--- src/rtl/pa_arb_pkg.sv ---
package pa_arb_pkg;

    localparam int LVL_W  = 2;
    localparam int OPK_W  = 2;
    localparam int ACT_W  = 2;
    localparam int KSEL_W = 3;

    typedef enum logic [LVL_W-1:0] {
        LVL_0 = 2'd0,
        LVL_1 = 2'd1,
        LVL_2 = 2'd2,
        LVL_3 = 2'd3
    } lvl_e;

    typedef enum logic [OPK_W-1:0] {
        OPK_SIGN    = 2'b00,
        OPK_AUTH    = 2'b01,
        OPK_GENERIC = 2'b10,
        OPK_STRIP   = 2'b11
    } opk_e;

    typedef enum logic [ACT_W-1:0] {
        ACT_PROCEED = 2'b00,
        ACT_PASS    = 2'b01,
        ACT_TRAP_L2 = 2'b10,
        ACT_TRAP_L3 = 2'b11
    } act_e;

    typedef enum logic {
        ST_IDLE   = 1'b0,
        ST_ISSUED = 1'b1
    } ostate_e;

    localparam logic [KSEL_W-1:0] KSEL_GA   = 3'd4;
    localparam logic [KSEL_W-1:0] KSEL_NONE = 3'd5;

endpackage

--- src/rtl/pa_en_pick.sv ---
// Selects the enable bit that governs the named key at the current level.
module pa_en_pick
    import pa_arb_pkg::*;
#(
    parameter  int KEY_N = 4,
    localparam int KID_W = $clog2(KEY_N)
) (
    input  logic [LVL_W-1:0] lvl,
    input  logic             regime_l1,
    input  logic [KID_W-1:0] key_id,
    input  logic [KEY_N-1:0] en_l1,
    input  logic [KEY_N-1:0] en_l2,
    input  logic [KEY_N-1:0] en_l3,
    output logic             en_bit
);

    logic [KEY_N-1:0] eff;

    // Per-key level mux; level 0 borrows the register of its regime owner.
    for (genvar k = 0; k < KEY_N; k++) begin : g_key
        assign eff[k] = (lvl == LVL_0) ? (regime_l1 ? en_l1[k] : en_l2[k]) :
                        (lvl == LVL_1) ? en_l1[k] :
                        (lvl == LVL_2) ? en_l2[k] :
                                         en_l3[k];
    end

    assign en_bit = eff[key_id];

endmodule

--- src/rtl/pa_trap_eval.sv ---
// Evaluates the two trap conditions for the current level.
module pa_trap_eval
    import pa_arb_pkg::*;
(
    input  logic [LVL_W-1:0] lvl,
    input  logic             el2_on,
    input  logic             hyp_api,
    input  logic             hyp_tge,
    input  logic             hyp_e2h,
    input  logic             el3_here,
    input  logic             mon_api,
    output logic             trap_l2,
    output logic             trap_l3
);

    lvl_e lv;
    assign lv = lvl_e'(lvl);

    always_comb begin
        trap_l2 = 1'b0;
        trap_l3 = 1'b0;
        unique case (lv)
            LVL_0: begin
                trap_l2 = el2_on && !hyp_api && (!hyp_tge || !hyp_e2h);
                trap_l3 = el3_here && !mon_api;
            end
            LVL_1: begin
                trap_l2 = el2_on && !hyp_api;
                trap_l3 = el3_here && !mon_api;
            end
            LVL_2: begin
                trap_l3 = el3_here && !mon_api;
            end
            LVL_3: begin
                trap_l2 = 1'b0;
            end
        endcase
    end

endmodule

--- src/rtl/pa_resolve.sv ---
// Applies the priority between pass-through and the traps; picks the key.
module pa_resolve
    import pa_arb_pkg::*;
#(
    parameter  int              KEY_N   = 4,
    parameter  int              EC_W    = 6,
    parameter  logic [EC_W-1:0] TRAP_EC = 6'h09,
    localparam int              KID_W   = $clog2(KEY_N)
) (
    input  logic [OPK_W-1:0]  opk,
    input  logic [KID_W-1:0]  key_id,
    input  logic              en_bit,
    input  logic              trap_l2,
    input  logic              trap_l3,
    output logic [ACT_W-1:0]  act,
    output logic [KSEL_W-1:0] ksel,
    output logic [EC_W-1:0]   ec
);

    opk_e op;
    act_e res;
    logic gated;

    assign op = opk_e'(opk);

    always_comb begin
        gated = 1'b0;
        ksel  = KSEL_NONE;
        unique case (op)
            OPK_SIGN, OPK_AUTH: begin
                gated = 1'b1;
                ksel  = KSEL_W'(key_id);
            end
            OPK_GENERIC: ksel = KSEL_GA;
            OPK_STRIP:   ksel = KSEL_NONE;
        endcase
    end

    always_comb begin
        if (gated && !en_bit)  res = ACT_PASS;
        else if (trap_l2)      res = ACT_TRAP_L2;
        else if (trap_l3)      res = ACT_TRAP_L3;
        else                   res = ACT_PROCEED;
    end

    assign act = res;
    assign ec  = (res == ACT_TRAP_L2 || res == ACT_TRAP_L3) ? TRAP_EC : '0;

endmodule

--- src/rtl/pa_gate_arbiter.sv ---
// Top: decision path plus registered result stage tracked by a small FSM.
module pa_gate_arbiter
    import pa_arb_pkg::*;
#(
    parameter  int              KEY_N   = 4,
    parameter  int              EC_W    = 6,
    parameter  logic [EC_W-1:0] TRAP_EC = 6'h09,
    localparam int              KID_W   = $clog2(KEY_N)
) (
    input  logic              clk,
    input  logic              rst_n,
    input  logic              in_valid,
    input  logic [1:0]        cur_lvl,
    input  logic [1:0]        op_kind,
    input  logic [KID_W-1:0]  key_id,
    input  logic [KEY_N-1:0]  en_l1,
    input  logic [KEY_N-1:0]  en_l2,
    input  logic [KEY_N-1:0]  en_l3,
    input  logic              hyp_api,
    input  logic              hyp_tge,
    input  logic              hyp_e2h,
    input  logic              mon_api,
    input  logic              el2_on,
    input  logic              el3_here,
    input  logic              el0_under_l1,
    output logic              out_valid,
    output logic [1:0]        act,
    output logic [2:0]        key_sel,
    output logic [EC_W-1:0]   trap_ec
);

    logic              en_bit;
    logic              trap_l2;
    logic              trap_l3;
    logic [ACT_W-1:0]  act_d;
    logic [KSEL_W-1:0] ksel_d;
    logic [EC_W-1:0]   ec_d;

    ostate_e state_q;
    ostate_e state_d;

    pa_en_pick #(.KEY_N(KEY_N)) u_en (
        .lvl       (cur_lvl),
        .regime_l1 (el0_under_l1),
        .key_id    (key_id),
        .en_l1     (en_l1),
        .en_l2     (en_l2),
        .en_l3     (en_l3),
        .en_bit    (en_bit)
    );

    pa_trap_eval u_trap (
        .lvl      (cur_lvl),
        .el2_on   (el2_on),
        .hyp_api  (hyp_api),
        .hyp_tge  (hyp_tge),
        .hyp_e2h  (hyp_e2h),
        .el3_here (el3_here),
        .mon_api  (mon_api),
        .trap_l2  (trap_l2),
        .trap_l3  (trap_l3)
    );

    pa_resolve #(.KEY_N(KEY_N), .EC_W(EC_W), .TRAP_EC(TRAP_EC)) u_res (
        .opk     (op_kind),
        .key_id  (key_id),
        .en_bit  (en_bit),
        .trap_l2 (trap_l2),
        .trap_l3 (trap_l3),
        .act     (act_d),
        .ksel    (ksel_d),
        .ec      (ec_d)
    );

    always_comb begin
        state_d = state_q;
        unique case (state_q)
            ST_IDLE:   state_d = in_valid ? ST_ISSUED : ST_IDLE;
            ST_ISSUED: state_d = in_valid ? ST_ISSUED : ST_IDLE;
        endcase
    end

    always_ff @(posedge clk) begin
        if (!rst_n) state_q <= ST_IDLE;
        else        state_q <= state_d;
    end

    always_ff @(posedge clk) begin
        if (!rst_n) begin
            act     <= ACT_PROCEED;
            key_sel <= '0;
            trap_ec <= '0;
        end else if (in_valid) begin
            act     <= act_d;
            key_sel <= ksel_d;
            trap_ec <= ec_d;
        end
    end

    assign out_valid = (state_q == ST_ISSUED);

endmodule

--- config.mk ---
export PLATFORM = sky130hd
export DESIGN_NAME = pa_gate_arbiter
export DESIGN_NICKNAME = d
export VERILOG_FILES = /design/src/rtl/pa_arb_pkg.sv /design/src/rtl/pa_en_pick.sv /design/src/rtl/pa_trap_eval.sv /design/src/rtl/pa_resolve.sv /design/src/rtl/pa_gate_arbiter.sv
export SDC_FILE = /design/constraint.sdc
export NUM_CORES = 1
export LEC_CHECK = 0
export BUFFER_PORTS_ARGS = -buffer_cell sky130_fd_sc_hd__buf_2
export CAP_MARGIN = 20
export CORE_AREA = 10 10 52 54
export CTS_BUF_LIST = sky130_fd_sc_hd__clkbuf_4
export CTS_CLUSTER_SIZE = 25
export DETAILED_ROUTE_END_ITERATION = 8
export DIE_AREA = 0 0 62 64
export REMOVE_ABC_BUFFERS = 1
export SLEW_MARGIN = 10
export SYNTH_ARGS = -nofsm -noshare
export SYNTH_HDL_FRONTEND = slang
export SYNTH_SLANG_ARGS = --single-unit
--- constraint.sdc ---
create_clock -name clk -period 3.2 [get_ports clk]
set_input_delay 0.8 -clock clk [delete_from_list [all_inputs] [get_ports clk]]
set_output_delay 0.8 -clock clk [all_outputs]
set_load 0.02 [all_outputs]
Word-level counts from Yosys, hierarchy flattened
Index checks and enable logic that the tools add are counted.
- register bits after elaboration: 12
- reduce and logical (&&, ||, !) cells: 15
- $lt $le $gt $ge: 1
- equality and inequality tests: 7
- multiplexer cells: 27
- operator list (kind ; count):
    $mux 1 ; 20
    $eq 2x2->1 const B ; 5
    $pmux 3 s3 ; 1
    $mux 2 ; 3
    $logic_not 1->1 ; 5
    $eq 2x1->1 const B ; 2
    $logic_and 1x1->1 ; 4
    $logic_not 2->1 ; 2
    $mux 4 ; 1
    $lt 2x3->1 const B ; 1
    $reduce_or 3->1 ; 1
    $bmux 1 s2 ; 1
    $logic_or 1x1->1 ; 2
    $pmux 1 s2 ; 1
    $reduce_or 2->1 ; 1

Logic depth before layout (Yosys ltp)
- depth in word-level cells: 12
- depth in mapped cells: 5

Cells and area by module
A second synthesis with hierarchy kept.
- cells, all modules: 63
- area total of the unflattened synthesis: 691.9 um^2
- modules (own cells, without submodules) (module ; instances ; area an instance (um^2) ; sequential area each (um^2) ; cells an instance):
    pa_gate_arbiter ; 1 ; 441.7 ; 240.2 ; 37
    pa_en_pick ; 1 ; 120.1 ; 0.0 ; 8
    pa_resolve ; 1 ; 96.3 ; 0.0 ; 13
    pa_trap_eval ; 1 ; 33.8 ; 0.0 ; 5

Worst setup path before layout
No wires, ideal clock.
- path kind: in2reg
- start point: input port key_id[0]
- end point: register act[1]
- data arrival time: 1.518 ns
- cell stages on the path: 5
- buffers on the path: 1
- setup slack: 1.556 ns
- required time: 3.073 ns
- library setup time: 0.127 ns
- path through: buf_4 mux2i_1 a32oi_1 a21oi_1 o211ai_1
- word-level cells in the longest chain between the ends: 5
- RTL lines (element ; line ; RTL):
    start: declaration ; pa_gate_arbiter.sv:15 ; input logic [KID_W-1:0] key_id,
    $bmux 1 s2 ; pa_en_pick.sv:27 ; assign en_bit = eff[key_id];
    $mux 1 (not written as such) ; pa_en_pick.sv:27 ;
    $logic_not 1->1 ; pa_resolve.sv:40 ; if (gated && !en_bit) res = ACT_PASS;
    $logic_and 1x1->1 ; pa_resolve.sv:40 ;
    $mux 2 ; pa_resolve.sv:40 ;
    end signal: assignment ; pa_gate_arbiter.sv:94 ; act <= act_d;
    end: declaration ; pa_gate_arbiter.sv:27 ; output logic [1:0] act,
No other way between the ends. The select of a mux whose other input is x is not followed.
A chain may end at the register's enable or synchronous reset.

Worst setup path in the final report
- start point: register act[1]
- end point: output port act[1]
No word-level cell between the ends.

==> run_results.csv <==
group,metric,value,unit
run_status,status,"complete, no violations",
min_path,hold_path_depth,1,
final_layout,area_growth,39.6,%
drt,viasPerCell,4.44,
worst_setup_path,critPathRequiredTime,2400,ps
timing,hold_viol_final,0,
worst_setup_path,crit_buf_inv,1,
power,total_power,0.000253,W
final_layout,ff_latch_area,140,µm²
timing,slew_violations,0,
worst_setup_path,startpoint_type,"register",
clock_network,clkSlewWorstSetupHoldPaths,60,ps
logic_synthesis,postSynthCellCount,57,
worst_setup_path,r2r_start,"act[0]$_SDFFE_PN0P_",
logic_synthesis,ys_seq_area_frac,0.281,
final_layout,n_fill_cell,178,
logic_synthesis,synth_simple_gate_area_frac,0.206,
drt,wl_met3,212,µm
worst_setup_path,r2r_cells,3,
floorplanning,die_h,64,µm
power,power_leakage,0.386,nW
power,combinationalPowerShare,0.269,
final_layout,drive_above_1_share,0.478,
global_routing,grt_usage,0.0770,
logic_synthesis,synth_compound_gate_area_share,0.216,
logic_synthesis,synth_mux_area_frac,0.160,
global_routing,grt_pass1_vias,553,
final_layout,antennaDiodeCount,0,
floorplanning,core,0.00171,mm²
logic_synthesis,synth_top_area_share,0.281,
timing,rsz0062_at_grt,"false",
global_routing,grt_max_degree,10,
drt,met1_length,554,µm
global_routing,grt_pass1_wl,2380,µm
clock_network,clk_path_buf_depth,2,
power,share_seq_of_total_power,0.375,
drt,wl,1510,µm
worst_setup_path,r2r_slack,2490,ps
logic_synthesis,synth_edf_count,0,
power,power.share.clock,0.356,
power,p_per_area,363,mW/mm²
worst_setup_path,critical_path_peak_fanout,2,
logic_synthesis,syn_area,499,µm²
power,p_switching,0.0000726,W
min_path,min_from,"key_sel[0]$_SDFFE_PN0P_",
logic_synthesis,yosys-top-cells-area,"dfxtp_1, mux2i_1, buf_4",
clock_network,cts_setup_buffers,0,
worst_setup_path,crit_arrival,760,ps
floorplanning,initial_core_util,0.292,
placed_design,dp_hpwl,1310,µm
placed_design,gp_congestion,0.697,
timing,tns,0,ps
clock_network,cts_tree,"built",
logic_synthesis,yosys.area.top_type,"dfxtp_1",
clock_network,cts_made_buffers,3,
worst_setup_path,crit_chain,"buf_2",
logic_synthesis,synthXorXnorAreaFrac,0,
clock_network,clock_latency,250,ps
logic_synthesis,ys_warn_count,0,
power,internal_power,0.000180,W
logic_synthesis,yosysMostFrequentCell,"mux2i_1",
worst_setup_path,rr_endpoint,"act[0]$_SDFFE_PN0P_",
worst_setup_path,endpoint_kind,"output port",
clock_network,cts-resized-gates,0,
logic_synthesis,synthArstFlopShare,0,
clock_network,htreeDepth,1,
run,cap_violations,0,
logic_synthesis,synth_cell_type_count,28,
logic_synthesis,synth_top_family_by_area,"compound AO/OA/AOI/OAI gates",
floorplanning,ios,40,
timing,skew,0,ps
min_path,holdPathEnd,"key_sel[0]$_SDFFE_PN0P_",
timing,setup_viol,0,
clock_network,cts-root-buf,"clkbuf_4",
min_path,hold_path_class,"reg -> reg",
floorplanning,rows,15,
final_layout,multi_input_area,305,µm²
logic_synthesis,synth_fa_ha_area_frac,0,
drt,drcViolationCount,0,
drt,wl_per_cell,12.9,µm
floorplanning,fp.dieW,62,µm
drt,first_pass_iters,2,
final_layout,nets,121,
timing,min_period_over_period,0.486,
global_routing,grt_antenna_before_repair,0,
floorplanning,die-area,0.00397,mm²
logic_synthesis,avgSynthCellArea,8.76,µm²
logic_synthesis,ys_ff_latch,7,
logic_synthesis,synth_flop_cell,"dfxtp_1",
power,irDropWorstVdd,139,µV
worst_setup_path,cp_top_family,"flip-flops",
drt,wl_met2,720,µm
drt,topRoutingLayerUsed,"met4",
drt,first_iter_violations,9,
worst_setup_path,critPathKind,"reg -> out",
clock_network,cts.sinks,7,
worst_setup_path,cp-startpoint,"act[1]$_SDFFE_PN0P_",
worst_setup_path,worst_path_largest_cell_delay,330,ps
timing,fmax,0.643,GHz
drt,vias,520,
power,power.share.switching,0.287,
drt,ant_nets,0,
worst_setup_path,worst_path_max_delay_cell,"dfxtp_1",
clock_network,cts_hold_buf,0,
placed_design,port_buffers,35,
timing,min_period,1560,ps
logic_synthesis,ys_top_cells_by_count,"mux2i_1, dfxtp_1, buf_4, inv_1, nand2_1",
global_routing,grt_overflow,0,
[power by group through the flow]
stage	logic, W	registers [W]	clock network (W)
2_1_floorplan	0.0000289	0.000105	0
3_3_place_gp	0.0000680	0.0000968	0
3_5_place_dp	0.0000681	0.0000967	0
4_1_cts	0.0000685	0.0000949	0.0000937
5_1_grt	0.0000756	0.0000955	0.0000981
6_report	0.0000678	0.0000948	0.0000899
[sequential cells by signal, indices dropped and copies added, names as in the netlist]
register and cells:
trap_ec 1, key_sel 3, out_valid 1, act 2
[layout make-up]
type / count / share of cell area
inverters: 4 / 0.0215
repair buffers: 35 / 0.251
well taps: 25 / 0.0449
multi-input cells: 42 / 0.438
flip-flops and latches: 7 / 0.201
clock buffers: 4 / 0.0431
[metal layers]
layer / up-vias / GRT usage
li1: 267 / -
met1: 228 / 0.0782
met2: 23 / 0.122
met3: 2 / 0.0356
met4: 0 / 0.0503
met5: - / 0
[how the worst max path moves through the flow]
stage	end	slack (ps)	cells past startpoint
5_1_grt	act[1]$_SDFFE_PN0P_	1530	5
6_report	act[1]	1640	1
4_1_cts	act[1]	1630	1
3_3_place_gp	act[1]$_SDFFE_PN0P_	1410	5
3_5_place_dp	trap_ec[0]$_SDFFE_PN0P_	1390	5
2_1_floorplan	act[1]$_SDFFE_PN0P_	1560	4
[through the flow]
step | area (µm²) | utilization | worst slack, ps | hold slack [ps] | std cells
after global placement | 667 | 0.390 | 1410 | 460 | 113
after CTS | 697 | 0.408 | 1630 | 482 | 117
after detailed placement | 667 | 0.390 | 1390 | 470 | 113
after global routing | 697 | 0.408 | 1530 | 519 | 117
after floorplan | 460 | - | 1560 | 584 | 53
final | 697 | 0.408 | 1640 | 478 | 117
[cell families after synthesis]
kind of cell | after synthesis
AO/OA/AOI/OAI | 14
buffers and inverters | 11
flip-flops | 7
multiplexers | 8
other | 1
AND/OR/NAND/NOR | 16
[cells in the final DEF, fill, tap and decap left out, drive strengths merged, types with 2 or more instances in the layout]
cell,count
buf,35
mux2i,8
dfxtp,7
nand2,4
inv,4
conb,4
clkbuf,4
a21oi,3
nand3b,3
o211ai,2
and2,2
nand2b,2
o22ai,2
No activity file was read; power rests on OpenSTA's default activity.
